`config.mk`:
```
export PLATFORM = sky130hd
export DESIGN_NAME = boot_dma_loader
export DESIGN_NICKNAME = d
export VERILOG_FILES = /design/src/rtl/bootld_pkg.sv /design/src/rtl/bootld_tick.sv /design/src/rtl/bootld_rx.sv /design/src/rtl/bootld_tx.sv /design/src/rtl/bootld_dma.sv /design/src/rtl/boot_dma_loader.sv
export SDC_FILE = /design/constraint.sdc
export NUM_CORES = 1
export LEC_CHECK = 0
export BUFFER_PORTS_ARGS = -buffer_cell sky130_fd_sc_hd__buf_4
export CAP_MARGIN = 30
export CORE_ASPECT_RATIO = 2
export CORE_MARGIN = 8
export CORE_UTILIZATION = 25
export DETAILED_ROUTE_END_ITERATION = 16
export PLACE_DENSITY = 0.41
export SLEW_MARGIN = 20
export SYNTH_ARGS = -nofsm -noshare
export SYNTH_HDL_FRONTEND = slang
export SYNTH_SLANG_ARGS = --single-unit
export TNS_END_PERCENT = 30
```
`constraint.sdc`:
```
create_clock -name clk -period 1.9 [get_ports clk]
set_input_delay 0.285 -clock clk [delete_from_list [all_inputs] [get_ports clk]]
set_output_delay 0.285 -clock clk [all_outputs]
set_load 0.01 [all_outputs]
```
`src/rtl/bootld_pkg.sv`:
```
package bootld_pkg;
  typedef enum logic [2:0] {
    LD_REQ, LD_WAIT, LD_WRITE, LD_GAP, LD_DONE
  } ld_state_e;

  typedef enum logic [1:0] {
    RX_IDLE, RX_START, RX_DATA, RX_STOP
  } rx_state_e;

  localparam int OVERSAMPLE = 16;
endpackage

```
`src/rtl/bootld_tick.sv`:
```
module bootld_tick #(
  parameter int DIV = 54
) (
  input  logic clk,
  input  logic rst_n,
  output logic tick
);
  localparam int CW = (DIV > 1) ? $clog2(DIV) : 1;

  logic [CW-1:0] cnt_q, cnt_d;
  logic          wrap;

  assign wrap = (cnt_q == CW'(DIV - 1));
  assign tick = wrap;

  always_comb begin
    cnt_d = wrap ? '0 : cnt_q + 1'b1;
  end

  always_ff @(posedge clk or negedge rst_n) begin
    if (!rst_n) cnt_q <= '0;
    else        cnt_q <= cnt_d;
  end
endmodule

```
`src/rtl/bootld_rx.sv`:
```
module bootld_rx
  import bootld_pkg::*;
(
  input  logic       clk,
  input  logic       rst_n,
  input  logic       tick,
  input  logic       rxd,
  output logic       valid,
  output logic [7:0] data
);
  rx_state_e   st_q, st_d;
  logic        s1_q, s2_q;
  logic [3:0]  tc_q, tc_d;
  logic [2:0]  bn_q, bn_d;
  logic [7:0]  sh_q, sh_d;
  logic        arm_q, arm_d;
  logic        vld_q, vld_d;
  logic [7:0]  dat_q, dat_d;

  assign valid = vld_q;
  assign data  = dat_q;

  always_comb begin
    st_d  = st_q;
    tc_d  = tc_q;
    bn_d  = bn_q;
    sh_d  = sh_q;
    arm_d = arm_q;
    vld_d = 1'b0;
    dat_d = dat_q;
    unique case (st_q)
      RX_IDLE: begin
        if (s2_q) arm_d = 1'b1;
        if (tick && arm_q && !s2_q) begin
          st_d = RX_START;
          tc_d = '0;
        end
      end
      RX_START: if (tick) begin
        if (tc_q == 4'd7) begin
          tc_d = '0;
          bn_d = '0;
          st_d = s2_q ? RX_IDLE : RX_DATA;
        end else tc_d = tc_q + 1'b1;
      end
      RX_DATA: if (tick) begin
        if (tc_q == 4'(OVERSAMPLE - 1)) begin
          tc_d = '0;
          sh_d = {s2_q, sh_q[7:1]};
          if (bn_q == 3'd7) st_d = RX_STOP;
          else              bn_d = bn_q + 1'b1;
        end else tc_d = tc_q + 1'b1;
      end
      RX_STOP: if (tick) begin
        if (tc_q == 4'(OVERSAMPLE - 1)) begin
          if (s2_q) begin
            vld_d = 1'b1;
            dat_d = sh_q;
          end
          arm_d = 1'b0;
          st_d  = RX_IDLE;
        end else tc_d = tc_q + 1'b1;
      end
      default: st_d = RX_IDLE;
    endcase
  end

  always_ff @(posedge clk or negedge rst_n) begin
    if (!rst_n) begin
      st_q  <= RX_IDLE;
      s1_q  <= 1'b1;
      s2_q  <= 1'b1;
      tc_q  <= '0;
      bn_q  <= '0;
      sh_q  <= '0;
      arm_q <= 1'b0;
      vld_q <= 1'b0;
      dat_q <= '0;
    end else begin
      s1_q  <= rxd;
      s2_q  <= s1_q;
      st_q  <= st_d;
      tc_q  <= tc_d;
      bn_q  <= bn_d;
      sh_q  <= sh_d;
      arm_q <= arm_d;
      vld_q <= vld_d;
      dat_q <= dat_d;
    end
  end


  rx_single_pulse_chk: assert property (@(posedge clk) disable iff (!rst_n)
    valid |=> !valid);
endmodule

```
`src/rtl/bootld_tx.sv`:
```
module bootld_tx
  import bootld_pkg::*;
(
  input  logic       clk,
  input  logic       rst_n,
  input  logic       tick,
  input  logic       load,
  input  logic [7:0] din,
  output logic       txd,
  output logic       busy
);
  logic [9:0] sh_q, sh_d;
  logic [3:0] tc_q, tc_d;
  logic [3:0] bn_q, bn_d;
  logic       bsy_q, bsy_d;

  assign busy = bsy_q;
  assign txd  = bsy_q ? sh_q[0] : 1'b1;

  always_comb begin
    sh_d  = sh_q;
    tc_d  = tc_q;
    bn_d  = bn_q;
    bsy_d = bsy_q;
    if (load && !bsy_q) begin
      sh_d  = {1'b1, din, 1'b0};
      tc_d  = '0;
      bn_d  = '0;
      bsy_d = 1'b1;
    end else if (bsy_q && tick) begin
      if (tc_q == 4'(OVERSAMPLE - 1)) begin
        tc_d = '0;
        sh_d = {1'b1, sh_q[9:1]};
        if (bn_q == 4'd9) bsy_d = 1'b0;
        else              bn_d  = bn_q + 1'b1;
      end else tc_d = tc_q + 1'b1;
    end
  end

  always_ff @(posedge clk or negedge rst_n) begin
    if (!rst_n) begin
      sh_q  <= '1;
      tc_q  <= '0;
      bn_q  <= '0;
      bsy_q <= 1'b0;
    end else begin
      sh_q  <= sh_d;
      tc_q  <= tc_d;
      bn_q  <= bn_d;
      bsy_q <= bsy_d;
    end
  end


  tx_start_cause_chk: assert property (@(posedge clk) disable iff (!rst_n)
    $rose(busy) |-> $past(load));

  tx_start_bit_chk: assert property (@(posedge clk) disable iff (!rst_n)
    $rose(busy) |-> !txd);
endmodule

```
`src/rtl/bootld_dma.sv`:
```
module bootld_dma
  import bootld_pkg::*;
#(
  parameter int ADDR_W     = 32,
  parameter int IMAGE_LEN  = 255,
  parameter int STROBE_CYC = 3
) (
  input  logic              clk,
  input  logic              rst_n,
  input  logic              bus_grant,
  input  logic              byte_valid,
  input  logic [7:0]        byte_in,
  output logic              bus_req,
  output logic              dma_oe,
  output logic [ADDR_W-1:0] dma_addr,
  output logic [7:0]        dma_data,
  output logic              dma_as,
  output logic              dma_ds,
  output logic              dma_wr,
  output logic              done
);
  localparam int SW = $clog2(STROBE_CYC + 1);

  ld_state_e         st_q, st_d;
  logic [ADDR_W-1:0] addr_q, addr_d;
  logic [7:0]        dat_q, dat_d;
  logic [SW-1:0]     sc_q, sc_d;
  logic              strobe;

  always_comb begin
    st_d   = st_q;
    addr_d = addr_q;
    dat_d  = dat_q;
    sc_d   = sc_q;
    unique case (st_q)
      LD_REQ:  if (bus_grant) st_d = LD_WAIT;
      LD_WAIT: if (byte_valid) begin
        dat_d = byte_in;
        sc_d  = '0;
        st_d  = LD_WRITE;
      end
      LD_WRITE: begin
        sc_d = sc_q + 1'b1;
        if (sc_q == SW'(STROBE_CYC - 1)) st_d = LD_GAP;
      end
      LD_GAP: begin
        addr_d = addr_q + 1'b1;
        st_d   = (addr_q == ADDR_W'(IMAGE_LEN - 1)) ? LD_DONE : LD_WAIT;
      end
      LD_DONE: st_d = LD_DONE;
      default: st_d = LD_REQ;
    endcase
  end

  always_ff @(posedge clk or negedge rst_n) begin
    if (!rst_n) begin
      st_q   <= LD_REQ;
      addr_q <= '0;
      dat_q  <= '0;
      sc_q   <= '0;
    end else begin
      st_q   <= st_d;
      addr_q <= addr_d;
      dat_q  <= dat_d;
      sc_q   <= sc_d;
    end
  end

  assign strobe   = (st_q == LD_WRITE);
  assign bus_req  = (st_q != LD_DONE);
  assign dma_oe   = (st_q == LD_WAIT) || (st_q == LD_WRITE) || (st_q == LD_GAP);
  assign dma_as   = strobe;
  assign dma_ds   = strobe;
  assign dma_wr   = strobe;
  assign dma_addr = addr_q;
  assign dma_data = dat_q;
  assign done     = (st_q == LD_DONE);


  strobe_owned_chk: assert property (@(posedge clk) disable iff (!rst_n)
    dma_as |-> (dma_oe && bus_grant && bus_req));

  addr_step_chk: assert property (@(posedge clk) disable iff (!rst_n)
    !$stable(dma_addr) |-> (dma_addr == ADDR_W'($past(dma_addr) + 1'b1)));

  addr_quiet_chk: assert property (@(posedge clk) disable iff (!rst_n)
    !$stable(dma_addr) |-> (!$past(dma_as) && !dma_as));

  done_sticky_chk: assert property (@(posedge clk) disable iff (!rst_n)
    done |=> (done && !bus_req && !dma_oe));
endmodule

```
`src/rtl/boot_dma_loader.sv`:
```
module boot_dma_loader #(
  parameter int CLK_DIV    = 54,
  parameter int ADDR_W     = 32,
  parameter int IMAGE_LEN  = 255,
  parameter int STROBE_CYC = 3
) (
  input  logic              clk,
  input  logic              rst_n,
  input  logic              rxd,
  output logic              txd,
  input  logic              bus_grant,
  output logic              bus_req,
  output logic              dma_oe,
  output logic [ADDR_W-1:0] dma_addr,
  output logic [7:0]        dma_data,
  output logic              dma_as,
  output logic              dma_ds,
  output logic              dma_wr,
  output logic              boot_done,
  input  logic              reg_addr,
  input  logic              reg_rd,
  input  logic              reg_wr,
  input  logic [7:0]        reg_wdata,
  output logic [7:0]        reg_rdata
);
  logic       tick;
  logic       rx_valid;
  logic [7:0] rx_byte;
  logic       tx_busy;
  logic       tx_load;
  logic       rdy_q, rdy_d;
  logic [7:0] hold_q, hold_d;
  logic       sw_rx;

  bootld_tick #(.DIV(CLK_DIV)) u_tick (
    .clk(clk), .rst_n(rst_n), .tick(tick));

  bootld_rx u_rx (
    .clk(clk), .rst_n(rst_n), .tick(tick), .rxd(rxd),
    .valid(rx_valid), .data(rx_byte));

  bootld_tx u_tx (
    .clk(clk), .rst_n(rst_n), .tick(tick), .load(tx_load),
    .din(reg_wdata), .txd(txd), .busy(tx_busy));

  bootld_dma #(
    .ADDR_W(ADDR_W), .IMAGE_LEN(IMAGE_LEN), .STROBE_CYC(STROBE_CYC)
  ) u_dma (
    .clk(clk), .rst_n(rst_n), .bus_grant(bus_grant),
    .byte_valid(rx_valid && !boot_done), .byte_in(rx_byte),
    .bus_req(bus_req), .dma_oe(dma_oe), .dma_addr(dma_addr),
    .dma_data(dma_data), .dma_as(dma_as), .dma_ds(dma_ds),
    .dma_wr(dma_wr), .done(boot_done));

  assign sw_rx   = rx_valid && boot_done;
  assign tx_load = reg_wr && !reg_addr && !tx_busy;

  always_comb begin
    rdy_d  = rdy_q;
    hold_d = hold_q;
    if (reg_rd && !reg_addr) rdy_d = 1'b0;
    if (sw_rx) begin
      rdy_d  = 1'b1;
      hold_d = rx_byte;
    end
  end

  always_ff @(posedge clk or negedge rst_n) begin
    if (!rst_n) begin
      rdy_q  <= 1'b0;
      hold_q <= '0;
    end else begin
      rdy_q  <= rdy_d;
      hold_q <= hold_d;
    end
  end

  assign reg_rdata = reg_addr ? {6'b0, rdy_q, !tx_busy} : hold_q;


  read_clears_chk: assert property (@(posedge clk) disable iff (!rst_n)
    (reg_rd && !reg_addr && !sw_rx) |=> !reg_rdata[1] || reg_addr);

  boot_quiet_chk: assert property (@(posedge clk) disable iff (!rst_n)
    !boot_done |=> !rdy_q);
endmodule

```
After elaboration in Yosys (flattened, before gate mapping). Cells that the tools add are included.

Register bits: 108. Bits in latches: 0. Bits in writable memories: 0. Memory bits (read-only): 0. Input bits: 15. Output and inout bits: 55. Word-level logic and storage cells: 152. Memories kept: 0.

Add/subtract/negate cells: 7. Multipliers: 0. Divide/modulo/power cells: 0. $lt $le $gt $ge: 0. Equal/unequal tests: 31. Shift-type cells: 0. Muxes and demuxes: 58. Bitwise operators: 0. Reduce and logical (&&, ||, !) cells: 36.

Operators by type and width (count): 4-bit two-way mux (14); 32-bit by 1-bit adder with 32-bit output, second input constant (1); 32-bit by 8-bit equality test with 1-bit output, second input constant (1); 10-bit two-way mux (3); 3-bit two-way mux (9); 2-bit by 1-bit != test with 1-bit output, second input constant (12); 2-bit two-way mux (10); 4-bit one-hot mux with 4 select lines (1); 3-bit one-hot mux with 5 select lines (1); 1-bit two-way mux (14); 2-bit nonzero test (7); 4-bit by 1-bit adder with 4-bit output, second input constant (3); 4-bit equality test, second input constant (3); 3-bit AND reduction (4); 1-bit logical AND (9); 8-bit two-way mux (1); 2-bit one-hot mux with 4 select lines (1); 4-bit AND reduction (2); 8-bit AND reduction (1); 6-bit by 1-bit adder with 6-bit output, second input constant (1); 2-bit equality test, second input constant (3); 3-bit by 2-bit equality test with 1-bit output, second input constant (2); 3-bit equality test, second input constant (2); 6-bit equality test, second input constant (1); other kinds (18) (26).

Depth between registers and ports, before layout. Gate-level depths: netlist of run 1.

Word-level depth: 6. Gate-level depth with buffers: 7. Mapped depth without buffers: 6.

Cells and area by module. From an unflattened synthesis of run 1, not the netlist that was laid out.

Cell total of the unflattened synthesis: 441. Area, all modules: 5097.4 sq um.

By module, submodules not included: bootld_dma (times used 1, cells each 181, area each 2155.8 sq um, sequential area each 1126.1 sq um); bootld_rx (times used 1, cells each 102, area each 1298.7 sq um, sequential area each 728.2 sq um); bootld_tx (times used 1, cells each 97, area each 943.4 sq um, sequential area each 461.7 sq um); boot_dma_loader (times used 1, cells each 33, area each 420.4 sq um, sequential area each 225.2 sq um); bootld_tick (times used 1, cells each 28, area each 279.0 sq um, sequential area each 150.1 sq um).

Worst setup path before layout of run 1. OpenSTA, ideal clock, no wires.

Path type: register to register. Start: register u_tick.cnt_q[1]. End: register u_rx.dat_q[0], in the netlist u_rx.data[0]. Library setup time: 125 ps. Arrival: 1638 ps. Data required time: 1775 ps. Path slack: 138 ps. Stages on the path, launching flop included: 7. Path buffers: 0. Clock period less this slack: 1762 ps. Cell sequence: dfrtp_1 > inv_1 > ha_1 > and4b_4 > nand4_4 > nor2_2 > mux2_2.

Word-level cells in the longest chain between the ends: 2.

Ends and longest elaborated chain: from (decl) (line bootld_tick.sv:10) `logic [CW-1:0] cnt_q, cnt_d;`; from (signal assigned) (line bootld_tick.sv:22) `else cnt_q <= cnt_d;`; 6-bit equality test (line bootld_tick.sv:13) `assign wrap = (cnt_q == CW'(DIV - 1));`; 4-bit AND reduction (no source line); to (signal assigned) (line bootld_rx.sv:88) `dat_q <= dat_d;`; to (decl) (line bootld_rx.sv:18) `logic [7:0] dat_q, dat_d;`.

Every way passes these cells. A chain may end at the register's enable or synchronous reset.

Worst setup path after layout of run 1.
Start: register u_tick.cnt_q[1]. End: register u_rx.sh_q[5].

Word-level cells in the longest chain between the ends: 2.

Ends and longest elaborated chain: 6-bit equality test (line bootld_tick.sv:13); 3-bit AND reduction (no source line); to (signal assigned) (line bootld_rx.sv:75) `sh_q <= '0;`; to (signal assigned) (line bootld_rx.sv:85) `sh_q <= sh_d;`; to (decl) (line bootld_rx.sv:15) `logic [7:0] sh_q, sh_d;`.

Every way passes these cells.

==> results.sh, run 1 <==
export IMPL_status="finished clean"
export IMPL_ant_nets=0
export IMPL_path_clk_slew_ns=0.07
export IMPL_yosysSeqAreaShare_pct=53.2
export IMPL_synthCells=451
export IMPL_gp_congestion=0.787
export IMPL_die_h_um=217
export IMPL_critPathCaptureType="flop"
export IMPL_ys_warn_count=0
export IMPL_grt_max_degree=60
export IMPL_final_common_cell="dfrtp_1"
export IMPL_ys_flop_type="dfrtp_1"
export IMPL_p_seq_share_pct=54.2
export IMPL_ys_ff_latch=107
export IMPL_power_density_cell_area_mw_per_mm2=671
export IMPL_hold_viol=0
export IMPL_most_common_layout_cells="96 x dfrtp_1, 91 x buf_4, 40 x mux2_2, 38 x nand2_1, 32 x xnor2_1"
export IMPL_root_buffer="clkbuf_16"
export IMPL_dp_slack_ns=0.0645
export IMPL_htreeDepth=3
export IMPL_period_needed_ns=1.81
export IMPL_crit_chain="inv_1 > ha_1 > and4b_4 > nand4_4 > nor2_2 > buf_4 > mux2_2"
export IMPL_start_kind="flop"
export IMPL_io_pins=70
export IMPL_p_leak_nw=2.96
export IMPL_drive_gt1_share_pct=32.5
export IMPL_synth_cell_types=54
export IMPL_fin_tns_setup_ns=0
export IMPL_p_comb_share_pct=2.9
export IMPL_core_area_mm2=0.0199
export IMPL_fp_row_count=73
export IMPL_switching_share_pct=23.5
export IMPL_drv_slew=0
export IMPL_dieArea_mm2=0.0253
export IMPL_grt_remaining_overflow=0
export IMPL_cts_tree="done"
export IMPL_reg2reg_setup_slack_ns=0.09
export IMPL_viasPerCell=4.67
export IMPL_cts_buffer_depth=2
export IMPL_finalSetupViolations=0
export IMPL_drc=0
export IMPL_finalWorstSetupSlack_ns=0.0945
export IMPL_synth_edf_count=0
export IMPL_clk_latency_ns=0.36
export IMPL_maxCapViolations=0
export IMPL_critPathSlowestCell="dfrtp_1"
export IMPL_synthArstFlopShare_pct=100
export IMPL_dr_total_vias=3750
export IMPL_dp_final_hpwl_um=10300
export IMPL_post_cts_buffers=0
export IMPL_die_x_um=117
export IMPL_cts_sinks=107
export IMPL_cp_required_ns=2.14
export IMPL_antenna_found_initial=0
export IMPL_start_util_pct=25.4
export IMPL_n_antenna_cell=0
export IMPL_critical_path_class="flop to flop"
export IMPL_wire_per_inst_um=16.8
export IMPL_cp_slowest_stage_delay_ns=0.39
export IMPL_first_pass_iters=4
export IMPL_cts_buffers=9
export IMPL_hold_class="input pin to flop"
export IMPL_routed_wl_um=13500
export IMPL_switching_power_w=0.00100
export IMPL_grt_pass1_wl_um=21600
export IMPL_max_slew_margin_pct=55.7
export IMPL_worst_pin_slew_ns=0.659
export IMPL_critPathMaxFanout=8
export IMPL_rsz0062_at_grt="yes"
export IMPL_syn2layout_area_growth_pct=25.6
export IMPL_drt_iter0_drc=146
export IMPL_ir_worst_vdd_mv=0.451
export IMPL_final_nets=562
export IMPL_netlist_area_mm2=0.00506
export IMPL_fin_crit_sh_pct=95.0
export IMPL_fin_skew_ns=0.0116
export IMPL_p_int_w=0.00326
export IMPL_arrival_ns=2.04
export IMPL_synth_nets=477
export IMPL_fillCellCount=2079
export IMPL_fmax_mhz=554
export IMPL_syn_area_per_cell_um2=11.2
export IMPL_clkPwrFrac_pct=43.0
export IMPL_grt_pass1_vias=3921
export IMPL_track_usage_pct=11.1
export IMPL_portBuffers=69
[power groups by stage]
stage / Sequential, W / Combinational [W] / Clock, W
finish: 0.00231 / 0.000123 / 0.00183
global route: 0.00231 / 0.000143 / 0.00200
CTS: 0.00231 / 0.000130 / 0.00192
detailed placement: 0.00235 / 0.000128 / 0
global placement: 0.00235 / 0.000126 / 0
floorplan: 0.00235 / 0.0000354 / 0
[registers in the layout (all words and copies together) (netlist names), 4 cells and up, named ones only]
| name | cells |
|---|---|
| u_dma.dma_addr | 32 |
| u_tx.sh_q | 9 |
| hold_q | 8 |
| u_dma.dma_data | 8 |
| u_rx.data | 8 |
| u_rx.sh_q | 8 |
| u_tick.cnt_q | 6 |
| u_rx.tc_q | 4 |
| u_tx.bn_q | 4 |
| u_tx.tc_q | 4 |
[metrics by stage]
step	instances	utilization (%)	total power, W	area (um2)	hold WS [ns]
after floorplan	451	-	0.00239	5060	-0.0106
after global placement	786	30.3	0.00248	6040	0.167
after detailed placement	786	30.3	0.00248	6040	0.169
after CTS	803	31.8	0.00436	6330	0.0161
after global routing	803	31.9	0.00446	6350	0.0184
final	803	31.9	0.00426	6350	0.0361
[kinds of logic after synthesis]
group / Yosys count / share of synthesized area [%]
mux: 46 / 10.1
xor+xnor: 34 / 5.89
fa+ha+maj: 11 / 2.72
simple gates: 168 / 18.7
compound gates: 45 / 5.71
buf+inv: 40 / 3.66
flops: 107 / 53.2
[metal layers]
metal	wire (um)	GRT usage, %	vias up
met4	602	6.83	0
met5	0	0	-
met1	5050	11.4	1880
met2	7240	20.2	78
met3	561	1.94	28
li1	-	-	1764
[synthesized netlist by cell type, drive strengths merged, types with 3 or more instances]
| cell | n | share of area [%] |
|---|---|---|
| dfrtp | 96 | 47 |
| mux2 | 40 | 8.9 |
| nand2 | 39 | 2.9 |
| xnor2 | 32 | 5.5 |
| nand4 | 23 | 3.4 |
| nor2 | 21 | 1.7 |
| nand3 | 19 | 1.9 |
| inv | 18 | 1.3 |
| buf | 17 | 2.0 |
| and3 | 13 | 1.6 |
| nor3 | 12 | 1.2 |
| o21ai | 12 | 1.2 |
| a21oi | 11 | 1.1 |
| dfstp | 11 | 5.7 |
| ha | 11 | 2.7 |
| nor2b | 7 | 0.87 |
| mux2i | 6 | 1.2 |
| clkbuf | 5 | 0.37 |
| nor4 | 5 | 0.62 |
| o31ai | 5 | 0.74 |
| a22o | 4 | 0.69 |
| and2 | 4 | 0.52 |
| nand2b | 4 | 0.49 |
| and4 | 3 | 0.52 |
| or3 | 3 | 0.37 |
| or3b | 3 | 0.52 |
[area by class of cell]
| type | count | area (um2) | share of cell area, % |
|---|---|---|---|
| Sequential cell | 107 | 2690 | 42.4 |
| Timing Repair Buffer | 96 | 773 | 12.2 |
| Clock buffer | 9 | 225 | 3.55 |
| Tap cell | 262 | 328 | 5.16 |
| Inverter | 18 | 67.6 | 1.06 |
| Multi-Input combinational cell | 304 | 2210 | 34.8 |
| Clock inverter | 7 | 57.6 | 0.906 |
[critical path: cells and delay by family, from the launching register on]
kind	cells	cell delay [ns]
adder cells (fa/ha/maj)	1	0.15
buffers and inverters	2	0.24
flip-flops	1	0.39
multiplexers	1	0.35
AND/OR/NAND/NOR	3	0.57
[what timing repair did]
action | in CTS | in global routing
setup endpoints to repair | 0 | 13
endpoints found under the hold margin | 13 | 0
hold buffers | 1 | 0
resized for setup | 0 | 4
[worst paths after layout]
| kind | startpoint | endpoint | cells past startpoint |
|---|---|---|---|
| setup / recovery | u_tick.cnt_q[1] | u_rx.sh_q[5] | 7 |
| hold reg to reg | u_rx.s1_q | u_rx.s2_q | 0 |
| max in group asynchronous | rst_n | u_tx.sh_q[1] | 3 |
| hold / removal | rxd | u_rx.s1_q | 1 |
| setup reg to reg | u_tick.cnt_q[1] | u_rx.sh_q[5] | 7 |
| min in group asynchronous | rst_n | u_dma.dma_data[3] | 2 |
Power figures use the tool's default switching activity.
==> inputs of run 2 (changes only) <==
--- a/config.mk
+++ b/config.mk
@@ -11,7 +11,8 @@
 export CORE_MARGIN = 8
 export CORE_UTILIZATION = 25
 export DETAILED_ROUTE_END_ITERATION = 16
-export PLACE_DENSITY = 0.41
+export PLACE_DENSITY = 0.39
+export RECOVER_POWER = 25
 export SLEW_MARGIN = 20
 export SYNTH_ARGS = -nofsm -noshare
 export SYNTH_HDL_FRONTEND = slang
==> constraint.sdc (replaced) <==
create_clock -name clk -period 1.95 [get_ports clk]
set_input_delay 0.2925 -clock clk [delete_from_list [all_inputs] [get_ports clk]]
set_output_delay 0.2925 -clock clk [all_outputs]
set_load 0.01 [all_outputs]
==> results.sh, run 2 (same netlist as run 1, synthesis figures left out) <==
export IMPL_maxCapViolations=0
export IMPL_portBuffers=69
export IMPL_arrival_ns=2.06
export IMPL_syn2layout_area_growth_pct=26.1
export IMPL_gp_congestion=0.737
export IMPL_fmax_mhz=549
export IMPL_final_common_cell="dfrtp_1"
export IMPL_critical_path_class="flop to flop"
export IMPL_hold_class="input pin to flop"
export IMPL_track_usage_pct=11.0
export IMPL_reg2reg_setup_slack_ns=0.13
export IMPL_wl_met1_um=4910
export IMPL_max_slew_margin_pct=30.0
export IMPL_antenna_found_initial=0
export IMPL_dp_final_hpwl_um=9990
export IMPL_whs_endpoint="u_rx.s1_q"
export IMPL_most_common_layout_cells="96 x dfrtp_1, 87 x buf_4, 40 x mux2_2, 38 x nand2_1, 32 x xnor2_1"
export IMPL_drc=0
export IMPL_wire_per_inst_um=16.4
export IMPL_min_from="rxd"
export IMPL_highest_layer="met4"
export IMPL_cts_buffers=9
export IMPL_fin_skew_ns=0.00864
export IMPL_placed_cells=783
export IMPL_status="finished clean"
export IMPL_fin_crit_sh_pct=93.4
export IMPL_cp_required_ns=2.19
export IMPL_critPathMaxFanout=8
export IMPL_fp_row_count=73
export IMPL_hold_viol=0
export IMPL_drt_iter0_drc=139
export IMPL_p_leak_nw=2.96
export IMPL_finalWorstSetupSlack_ns=0.129
export IMPL_cts_buffer_depth=2
export IMPL_grt_max_degree=38
export IMPL_viasPerCell=4.60
export IMPL_first_pass_iters=4
export IMPL_worst_pin_slew_ns=1.05
export IMPL_rsz0062_at_grt="no"
export IMPL_root_buffer="clkbuf_16"
export IMPL_dieArea_mm2=0.0253
export IMPL_finalSetupViolations=0
export IMPL_met3_length_um=580
export IMPL_final_util_pct=32.0
export IMPL_io_pins=70
export IMPL_cts_tree="done"
export IMPL_start_util_pct=25.4
export IMPL_htreeDepth=3
export IMPL_drive_gt1_share_pct=32.1
export IMPL_die_h_um=217
export IMPL_grt_pass1_wl_um=21100
export IMPL_reg2reg_depth=7
export IMPL_fin_cells=804
export IMPL_critPathCaptureType="flop"
export IMPL_routed_wl_um=13200
export IMPL_ir_worst_vdd_mv=0.374
export IMPL_core_area_mm2=0.0199
export IMPL_start_kind="flop"
export IMPL_grt_remaining_overflow=0
export IMPL_n_antenna_cell=0
export IMPL_dp_slack_ns=0.0653
export IMPL_ant_nets=0
export IMPL_final_nets=563
export IMPL_hold_depth=1
export IMPL_cts_sinks=107
export IMPL_fin_total_pwr_w=0.00429
export IMPL_die_x_um=117
export IMPL_r2r_end="u_rx.data[3]"
export IMPL_clk_latency_ns=0.36
export IMPL_dr_wl_met2_um=7290
export IMPL_timing_rr_start="u_tick.cnt_q[1]"
export IMPL_power_density_cell_area_mw_per_mm2=672
export IMPL_drv_slew=0
export IMPL_largest_reg_flops=32
export IMPL_grt_pass1_vias=3964
export IMPL_path_clk_slew_ns=0.08
export IMPL_dr_total_vias=3698
export IMPL_fin_tns_setup_ns=0
export IMPL_period_needed_ns=1.82
-- run 2: routing by layer --
metal,vias to the layer above,global-route usage [%]
met5,-,0
li1,1766,-
met3,20,2.16
met1,1842,11.0
met2,70,20.3
met4,0,5.93
-- run 2: final cells by class --
| cell class | count | area (um2) |
|---|---|---|
| fill | 2122 | 13500 |
| clock buffer | 9 | 225 |
| clock inverter | 7 | 82.6 |
| tap | 262 | 328 |
| inverter | 18 | 67.6 |
| timing repair buffer | 97 | 791 |
| multi-input combinational | 304 | 2200 |
| sequential | 107 | 2690 |
-- run 2: worst max-delay path, stage by stage (launching register included) --
cell	delay (ns)
dfrtp_1	0.40
inv_1	0.06
ha_1	0.16
and4b_4	0.30
nand4_4	0.16
nor2_4	0.17
buf_12	0.13
mux2_2	0.32
-- run 2: repair_timing --
item | CTS | global route
endpoints found under the hold margin | 33 | 0
setup buffers | 0 | 4
setup endpoints to repair | 0 | 9
gates resized for setup | 0 | 4
hold buffers | 1 | 0
-- run 2: metrics by stage --
step	area, um2	hold WS, ns
after floorplan	5060	-0.00309
after global placement	6020	0.313
after detailed placement	6020	0.320
after CTS	6340	0.0201
after global routing	6380	0.0164
final	6380	0.0389
-- run 2: worst max path at each step --
stage | startpoint | endpoint | cells past startpoint
after global routing | u_tick.cnt_q[1] | u_rx.sh_q[3] | 7
after CTS | u_tick.cnt_q[1] | u_tx.bn_q[2] | 6
after detailed placement | u_tick.cnt_q[1] | u_tx.bn_q[2] | 6
after global placement | u_tick.cnt_q[1] | u_rx.data[3] | 7
after floorplan | u_tick.cnt_q[1] | u_rx.data[0] | 6
final | u_tick.cnt_q[1] | u_rx.data[3] | 7
-- run 2: where the power goes --
part | internal [W] | total (W) | leakage (nW) | switching [W]
sequential | 0.00224 | 0.00225 | 1.39 | 0.0000101
clock | 0.00102 | 0.00191 | 0.151 | 0.000897
combinational | 0.0000486 | 0.000126 | 1.42 | 0.0000776
total | 0.00331 | 0.00429 | 2.96 | 0.000984
==> inputs of run 3 (changes only) <==
--- a/config.mk
+++ b/config.mk
@@ -11,7 +11,7 @@
 export CORE_MARGIN = 8
 export CORE_UTILIZATION = 25
 export DETAILED_ROUTE_END_ITERATION = 16
-export PLACE_DENSITY = 0.39
+export PLACE_DENSITY = 0.41
 export RECOVER_POWER = 25
 export SLEW_MARGIN = 20
 export SYNTH_ARGS = -nofsm -noshare
==> constraint.sdc (replaced) <==
create_clock -name clk -period 1.5 [get_ports clk]
set_input_delay 0.225 -clock clk [delete_from_list [all_inputs] [get_ports clk]]
set_output_delay 0.225 -clock clk [all_outputs]
set_load 0.01 [all_outputs]
==> results.sh, run 3 (same netlist as run 1, synthesis figures left out) <==
export IMPL_grt_remaining_overflow=0
export IMPL_critPathSlowestCell="dfrtp_1"
export IMPL_grt_pass1_vias=4403
export IMPL_cts_sinks=107
export IMPL_dieArea_mm2=0.0253
export IMPL_dr_total_vias=4015
export IMPL_largest_reg_flops=32
export IMPL_portBuffers=69
export IMPL_start_kind="flop"
export IMPL_cts_buffers=9
export IMPL_die_h_um=217
export IMPL_critical_path_class="flop to flop"
export IMPL_rsz0062_at_grt="yes"
export IMPL_htreeDepth=3
export IMPL_fin_skew_ns=0.00856
export IMPL_worst_path_buf_inv=2
export IMPL_track_usage_pct=11.9
export IMPL_p_leak_nw=3.43
export IMPL_placed_cells=861
export IMPL_wire_per_inst_um=16.2
export IMPL_maxCapViolations=0
export IMPL_ir_worst_vdd_mv=0.450
export IMPL_syn2layout_area_growth_pct=43.6
export IMPL_hold_viol=0
export IMPL_core_area_mm2=0.0199
export IMPL_start_util_pct=25.4
export IMPL_cp_top_family="simple AND/OR/NAND/NOR gates"
export IMPL_drc=0
export IMPL_power_density_cell_area_mw_per_mm2=776
export IMPL_cp_required_ns=1.74
export IMPL_root_buffer="clkbuf_16"
export IMPL_fin_crit_sh_pct=118
export IMPL_final_nets=643
export IMPL_antenna_found_initial=0
export IMPL_viasPerCell=4.54
export IMPL_dp_final_hpwl_um=10900
export IMPL_crit_chain="inv_1 > ha_2 > and4b_4 > nand4_4 > nor2_4 > buf_12 > mux2_4"
export IMPL_fin_cells=884
export IMPL_ant_nets=0
export IMPL_path_clk_slew_ns=0.08
export IMPL_io_pins=70
export IMPL_die_x_um=117
export IMPL_grt_max_degree=34
export IMPL_final_common_cell="buf_4"
export IMPL_drv_slew=0
export IMPL_critPathCaptureType="flop"
export IMPL_first_pass_iters=4
export IMPL_drt_iter0_drc=142
export IMPL_finalSetupViolations=49
export IMPL_cts_buffer_depth=2
export IMPL_hold_class="input pin to flop"
export IMPL_cts_tree="done"
export IMPL_n_antenna_cell=0
export IMPL_violations="setup timing"
export IMPL_worst_pin_slew_ns=0.975
export IMPL_arrival_ns=2.01
export IMPL_max_slew_margin_pct=35.0
export IMPL_gp_congestion=0.784
export IMPL_clk_latency_ns=0.35
export IMPL_timing_hold_ws_ns=0.109
export IMPL_grt_pass1_wl_um=23100
export IMPL_routed_wl_um=14300
export IMPL_drive_gt1_share_pct=45.8
export IMPL_critPathMaxFanout=8
export IMPL_fp_row_count=73
export IMPL_status="complete, but fails checks"
export IMPL_finalWorstSetupSlack_ns=-0.270
export IMPL_cp_slowest_stage_delay_ns=0.39
export IMPL_period_needed_ns=1.77
export IMPL_fmax_mhz=565
export IMPL_most_common_layout_cells="154 x buf_4, 94 x dfrtp_1, 37 x nand2_1, 32 x xnor2_1, 24 x mux2_2"
run 3: worst paths after layout:
check / start / to / slack (ns) / cells past startpoint
max reg2reg: u_tick.cnt_q[1] / u_rx.sh_q[5] / -0.27 / 7
max in group asynchronous: rst_n / u_dma.st_q[0] / 0.17 / 3
min in group asynchronous: rst_n / u_dma.dma_data[3] / 0.56 / 2
min: reg_wdata[7] / u_tx.sh_q[8] / 0.11 / 2
max: u_tick.cnt_q[1] / u_rx.sh_q[5] / -0.27 / 7
min reg2reg: u_rx.s1_q / u_rx.s2_q / 0.36 / 0
run 3: cell type report:
type                       count  area (um2)
clock inverter                 5        61.3
tap                          262         328
timing repair buffer         177        1450
sequential                   107        2690
clock buffer                  11         253
inverter                      18        67.6
fill                        2023       12600
multi-input combinational    304        2410
run 3: repair_timing:
action                                  4_1_cts  5_1_grt
gates resized for setup                      43       23
setup buffers                                 4        1
endpoints found under the hold margin        16        0
hold buffers                                  2        0
endpoints found under the setup margin       61       87
pin swaps                                     7       15
cloned                                        0        0
run 3: stage by stage:
stage	setup WS [ns]	power, W	util [%]	area (um2)	TNS, ns
after CTS	-0.300	0.00573	36.0	7170	-10.15
after global routing	-0.363	0.00585	36.5	7260	-13.97
after global placement	-0.268	0.00316	33.3	6620	-8.94
final	-0.270	0.00563	36.5	7260	-8.96
after floorplan	-0.164	0.00302	-	5070	-4.65
after detailed placement	-0.303	0.00317	33.3	6620	-9.75
run 3: power by group:
part / switching [W] / total [W] / internal (W) / leakage, nW
clock network: 0.00114 / 0.00253 / 0.00139 / 0.144
logic: 0.000107 / 0.000178 / 0.0000716 / 1.90
registers: 0.0000144 / 0.00293 / 0.00291 / 1.39
total: 0.00126 / 0.00563 / 0.00437 / 3.43
run 3: layer usage:
metal / track usage [%] / share of wire [%] / vias to the layer above
met5: 0 / 0 / -
met4: 5.72 / 2.1 / 0
met3: 1.78 / 4.0 / 16
met2: 21.7 / 56 / 68
met1: 12.8 / 38 / 2012
li1: - / - / 1919
run 3: worst reg2reg max path, stage by stage (launching register included):
cell and delay [ns]:
dfrtp_1 0.39, inv_1 0.06, ha_2 0.17, and4b_4 0.30
nand4_4 0.15, nor2_4 0.14, buf_12 0.14, mux2_4 0.30
